File: src/rtl/hsk_pkg.sv
package hsk_pkg;

    // Kind of bus access seen this cycle
    typedef enum logic [2:0] {
        ACC_IDLE    = 3'd0,
        ACC_DATA_RD = 3'd1,
        ACC_STAT_RD = 3'd2,
        ACC_DATA_WR = 3'd3,
        ACC_STAT_WR = 3'd4
    } acc_e;

    // Status word bit positions (software decodes these)
    localparam int STAT_RDY_BIT  = 0;
    localparam int STAT_LOST_BIT = 1;
    localparam int STAT_OUTR_BIT = 2;
    localparam int STAT_USED     = 3;

endpackage

File: src/rtl/hsk_decode.sv
module hsk_decode
    import hsk_pkg::*;
(
    input  logic bus_sel,
    input  logic bus_rd,
    input  logic bus_wr,
    input  logic bus_a0,
    output acc_e kind
);

    always_comb begin
        kind = ACC_IDLE;
        if (bus_sel) begin
            if (bus_rd) begin
                kind = bus_a0 ? ACC_STAT_RD : ACC_DATA_RD;
            end else if (bus_wr) begin
                kind = bus_a0 ? ACC_STAT_WR : ACC_DATA_WR;
            end
        end
    end

endmodule

File: src/rtl/hsk_in_path.sv
module hsk_in_path
    import hsk_pkg::*;
#(
    parameter int DATA_W = 8
) (
    input  logic              clk,
    input  logic              rst_n,
    input  acc_e              kind,
    input  logic              in_stb,
    input  logic [DATA_W-1:0] in_data,
    output logic              wait_rd,
    output logic              req,
    output logic [DATA_W-1:0] rd_data,
    output logic              rdy,
    output logic              lost
);

    typedef struct packed {
        logic              rdy;
        logic              lost;
        logic [DATA_W-1:0] data;
    } st_t;

    st_t st_d, st_q;

    logic data_rd;
    logic stat_rd;
    logic consume;

    always_comb begin
        data_rd = (kind == ACC_DATA_RD);
        stat_rd = (kind == ACC_STAT_RD);
        consume = data_rd && st_q.rdy;

        wait_rd = data_rd && !st_q.rdy && !in_stb;
        req     = data_rd && !st_q.rdy;
        rd_data = st_q.rdy ? st_q.data : in_data;

        st_d = st_q;
        // completed status read clears the lost flag; a new loss below wins
        if (stat_rd) begin
            st_d.lost = 1'b0;
        end
        if (in_stb) begin
            if (data_rd && !st_q.rdy) begin
                // byte goes straight to the stalled read, nothing stored
                st_d.rdy = 1'b0;
            end else if (st_q.rdy && !consume) begin
                st_d.lost = 1'b1;
            end else begin
                st_d.data = in_data;
                st_d.rdy  = 1'b1;
            end
        end else if (consume) begin
            st_d.rdy = 1'b0;
        end
    end

    always_ff @(posedge clk) begin
        if (!rst_n) begin
            st_q <= '0;
        end else begin
            st_q <= st_d;
        end
    end

    assign rdy  = st_q.rdy;
    assign lost = st_q.lost;

endmodule

File: src/rtl/hsk_out_path.sv
module hsk_out_path
    import hsk_pkg::*;
#(
    parameter int DATA_W = 8
) (
    input  acc_e              kind,
    input  logic [DATA_W-1:0] wdata,
    input  logic              out_ready,
    output logic              wait_wr,
    output logic              out_stb,
    output logic [DATA_W-1:0] out_data
);

    logic data_wr;

    always_comb begin
        data_wr  = (kind == ACC_DATA_WR);
        wait_wr  = data_wr && !out_ready;
        out_stb  = data_wr && out_ready;
        out_data = out_stb ? wdata : '0;
    end

endmodule

File: src/rtl/hsk_port.sv
module hsk_port
    import hsk_pkg::*;
#(
    parameter int DATA_W = 8
) (
    input  logic              clk,
    input  logic              rst_n,
    input  logic              bus_sel,
    input  logic              bus_rd,
    input  logic              bus_wr,
    input  logic              bus_a0,
    input  logic [DATA_W-1:0] bus_wdata,
    output logic [DATA_W-1:0] bus_rdata,
    output logic              bus_wait,
    input  logic              dev_in_stb,
    input  logic [DATA_W-1:0] dev_in_data,
    output logic              dev_req,
    input  logic              dev_out_ready,
    output logic              dev_out_stb,
    output logic [DATA_W-1:0] dev_out_data
);

    localparam int STAT_W = (DATA_W < STAT_USED) ? STAT_USED : DATA_W;

    acc_e              kind;
    logic              wait_rd;
    logic              wait_wr;
    logic [DATA_W-1:0] in_rd_data;
    logic              rdy_w;
    logic              lost_w;
    logic [STAT_W-1:0] stat_word;

    hsk_decode u_dec (
        .bus_sel (bus_sel),
        .bus_rd  (bus_rd),
        .bus_wr  (bus_wr),
        .bus_a0  (bus_a0),
        .kind    (kind)
    );

    hsk_in_path #(.DATA_W(DATA_W)) u_in (
        .clk     (clk),
        .rst_n   (rst_n),
        .kind    (kind),
        .in_stb  (dev_in_stb),
        .in_data (dev_in_data),
        .wait_rd (wait_rd),
        .req     (dev_req),
        .rd_data (in_rd_data),
        .rdy     (rdy_w),
        .lost    (lost_w)
    );

    hsk_out_path #(.DATA_W(DATA_W)) u_out (
        .kind      (kind),
        .wdata     (bus_wdata),
        .out_ready (dev_out_ready),
        .wait_wr   (wait_wr),
        .out_stb   (dev_out_stb),
        .out_data  (dev_out_data)
    );

    always_comb begin
        stat_word                = '0;
        stat_word[STAT_RDY_BIT]  = rdy_w;
        stat_word[STAT_LOST_BIT] = lost_w;
        stat_word[STAT_OUTR_BIT] = dev_out_ready;

        bus_wait = wait_rd | wait_wr;

        unique case (kind)
            ACC_DATA_RD: bus_rdata = in_rd_data;
            ACC_STAT_RD: bus_rdata = stat_word[DATA_W-1:0];
            default:     bus_rdata = '0;
        endcase
    end

endmodule

File: config.mk
export PLATFORM = sky130hd
export DESIGN_NAME = hsk_port
export DESIGN_NICKNAME = d
export VERILOG_FILES = /design/src/rtl/hsk_pkg.sv /design/src/rtl/hsk_decode.sv /design/src/rtl/hsk_in_path.sv /design/src/rtl/hsk_out_path.sv /design/src/rtl/hsk_port.sv
export SDC_FILE = /design/constraint.sdc
export NUM_CORES = 1
export LEC_CHECK = 0
export ABC_AREA = 1
export BUFFER_PORTS_ARGS = -buffer_cell sky130_fd_sc_hd__buf_2
export CORE_MARGIN = 3
export CORE_UTILIZATION = 41
export DETAILED_ROUTE_END_ITERATION = 10
export GPL_ROUTABILITY_DRIVEN = 0
export PLACE_DENSITY_LB_ADDON = 0.1
export SLEW_MARGIN = 5
export SYNTH_ARGS = -nofsm -noshare
export SYNTH_HDL_FRONTEND = slang
export SYNTH_HIERARCHICAL = 1
export SYNTH_SLANG_ARGS = --single-unit
export TNS_END_PERCENT = 100
File: constraint.sdc
create_clock -name clk -period 4.64 [get_ports clk]
set_input_delay 0.232 -clock clk [delete_from_list [all_inputs] [get_ports clk]]
set_output_delay 0.232 -clock clk [all_outputs]
set_load 0.02 [all_outputs]
==> flow_metrics.env <==
export IMPL_ys_ff_latch=10
export IMPL_die_h_microns=49.0
export IMPL_grt_pass1_vias=746
export IMPL_avgSynthCellArea_sq_um=5.66
export IMPL_worst_pin_slew_ns=0.690
export IMPL_clk_latency_ns=0.26
export IMPL_ctsResizeCount=0
export IMPL_final_max_slew_violation_count=0
export IMPL_die_w_microns=49.0
export IMPL_synth_commonest_cells="35 x nand2_1, 33 x nor2_1, 24 x inv_1"
export IMPL_ys_warn_count=6
export IMPL_cp_cell_sequence="buf_2, inv_1, nand2_1, nand2_1, nor2_1, nor2_1, nand2_1, inv_1, ha_1, inv_1, nor2_1, or2_2, buf_2"
export IMPL_power_w=0.000225
export IMPL_route_vias_total=926
export IMPL_critPathLaunchType="primary input"
export IMPL_synth_xor_area_share_pct=0
export IMPL_portBuffers=42
export IMPL_ys_types=17
export IMPL_status="completed"
export IMPL_relSlewSlack_pct=53.8
export IMPL_post_cts_buffers=0
export IMPL_dp_cells=199
export IMPL_start_util_pct=46.5
export IMPL_cts_root_buf="clkbuf_4"
export IMPL_cp_max_fo=8
export IMPL_ctsHoldBuffers=0
export IMPL_grt_start_max_net_pins=13
export IMPL_ir_drop_mv=0.154
export IMPL_clock_sinks=10
export IMPL_htree_levels=1
export IMPL_setup_viol=0
export IMPL_die_area_sq_um=2400
export IMPL_finalHoldViolations=0
export IMPL_area_growth_pct=34.0
export IMPL_drive_above_1_share_pct=29.2
export IMPL_final_cells=202
export IMPL_antenna_cells=0
export IMPL_synthCells=134
export IMPL_ctsLongestPathBuffers=2
export IMPL_cap_violations=0
export IMPL_path_buf_inv=5
export IMPL_drc_errors=0
export IMPL_yosys_area_top_type="dfxtp_1"
export IMPL_slowest_delay_ns=0.45
export IMPL_cts_buffers=3
export IMPL_clock_skew_ns=0.00376
export IMPL_path_delay_family="simple AND/OR/NAND/NOR gates"
export IMPL_final_fill_count=165
export IMPL_syn_cell_area_sq_um=758
export IMPL_synthDominantCellAreaShare_pct=26.4
export IMPL_p_leak_nw=0.631
export IMPL_nNetsFinal=206
export IMPL_hp_class="in2reg"
export IMPL_synth_main_ff_cell="dfxtp_1"
export IMPL_core_rowCount=14
export IMPL_synth_most_common_cell="nand2_1"
export IMPL_path_class="in2out"
export IMPL_yosys_area_share_simple_pct=47.7
export IMPL_antenna_left=0
export IMPL_synth_area_leaders="dfxtp_1 26%, nand2_1 17%, nor2_1 16%, inv_1 12%, o21ai_0 5.9%"
export IMPL_viasPerCell=4.58
export IMPL_finalCritPeriodShare_pct=46.0
export IMPL_io_pins=43
export IMPL_firstDrtPassIters=4
export IMPL_fmax_mhz=469
export IMPL_drt_total_wl_microns=1860
export IMPL_clkTransAtPathRegs_ns=0.06
export IMPL_ys_seq_area_share_pct=26.4
export IMPL_hpwl_microns=1450
export IMPL_wire_per_inst_microns=9.20
export IMPL_seqCellArea_sq_um=200
export IMPL_post_route_min_period_ns=2.13
export IMPL_async_flop_share_pct=0
export IMPL_syn_num_nets=160
export IMPL_cts_tree="done"
export IMPL_yosys_area_share_adder_pct=3.30
export IMPL_rsz0062_at_grt="no"
export IMPL_antenna_found_initial=0
export IMPL_finalSetupTns_ns=0
export IMPL_synth_top_family_by_area="simple AND/OR/NAND/NOR gates"
export IMPL_synth_compound_area_share_pct=7.92
export IMPL_crit_arrival_ns=1.90
export IMPL_grt_pass1_wl_microns=3080
export IMPL_synth_edf_count=0
export IMPL_grt_overflow_total=0
export IMPL_core_area_sq_um=1630
export IMPL_cp_slowest_cell="nor2_1"
export IMPL_power_density_nw_per_um2=221
export IMPL_first_iter_violations=10
export IMPL_grt_total_usage_pct=15.8
export IMPL_worstSetupEndpointType="output port"
export IMPL_multi_input_area_sq_um=447
export IMPL_synthMuxAreaShare_pct=0
export IMPL_critical_path_required_ns=4.41
-- worst reg2reg max path: stages (launching register included) --
cell and delay (ns):
dfxtp_1 0.58, inv_2 0.19, ha_1 0.37, nand2_4 0.13, clkinv_4 0.10, nor2_1 0.11
nor2_1 0.05
-- cell families (layout without fill, tap and decap cells) --
family | after synthesis | in the layout
flip-flops | 10 | 10
adder cells (fa/ha/maj) | 2 | 2
AO/OA/AOI/OAI | 12 | 12
buffers and inverters | 28 | 72
AND/OR/NAND/NOR | 82 | 82
-- state kept, by name, indices dropped and copies added (netlist names) --
register,count
u_in/rdy,1
u_in/st_q,8
u_in/lost,1
-- placed cells by master (no fill, tap or decap) --
master / netlist / final
a21oi_1: 3 / 3
buf_2: 1 / 42
clkbuf_4: 0 / 3
clkinv_4: 1 / 1
dfxtp_1: 10 / 10
ha_1: 2 / 2
inv_1: 24 / 24
inv_2: 2 / 2
nand2_1: 35 / 35
nand2_4: 1 / 1
nand3_1: 2 / 2
nand3_2: 1 / 1
nand4_1: 6 / 6
nand4_4: 1 / 1
nor2_1: 33 / 33
nor3_1: 2 / 2
o21ai_0: 9 / 9
or2_2: 1 / 1
-- power by group --
part           total (W)  internal [W]  switching (W)
combinational  0.0000667     0.0000255      0.0000412
clock          0.0000582     0.0000299      0.0000283
sequential     0.0000997     0.0000939     0.00000578
-- routing by layer --
| metal | part of all wire [%] | track usage, % | up-vias |
|---|---|---|---|
| met5 | 0 | 0 | - |
| met4 | 1.2 | 8.53 | 0 |
| met3 | 13 | 5.81 | 4 |
| met2 | 42 | 24.4 | 43 |
| met1 | 44 | 18.8 | 378 |
| li1 | - | - | 501 |
-- final cells by class --
cell class	instances	share of cell area (%)
Inverter	27	10.5
Sequential cell	10	19.7
Timing Repair Buffer	42	20.7
Multi-Input combinational cell	96	44.0
Clock buffer	3	2.22
Tap cell	24	2.96
-- path summary, 6_finish.rpt --
kind	start	to	slack [ns]	cells after the start
min reg2reg	u_in/lost	u_in/lost	0.46	2
max reg2reg	u_in/rdy	u_in/st_q[7]	3.02	6
min	dev_in_data[3]	u_in/st_q[3]	0.23	3
max	bus_a0	bus_wait	2.51	13
-- stage by stage --
step	instance area [sq um]	utilization (%)	setup slack [ns]	hold slack, ns
6_report	1020	62.4	2.51	0.232
5_1_grt	1020	62.4	2.31	0.247
4_1_cts	1020	62.4	2.51	0.231
3_5_place_dp	993	61.0	2.51	0.458
3_3_place_gp	993	61.0	2.57	0.458
2_1_floorplan	758	-	2.74	0.364
(Power assumes the default switching activity.)
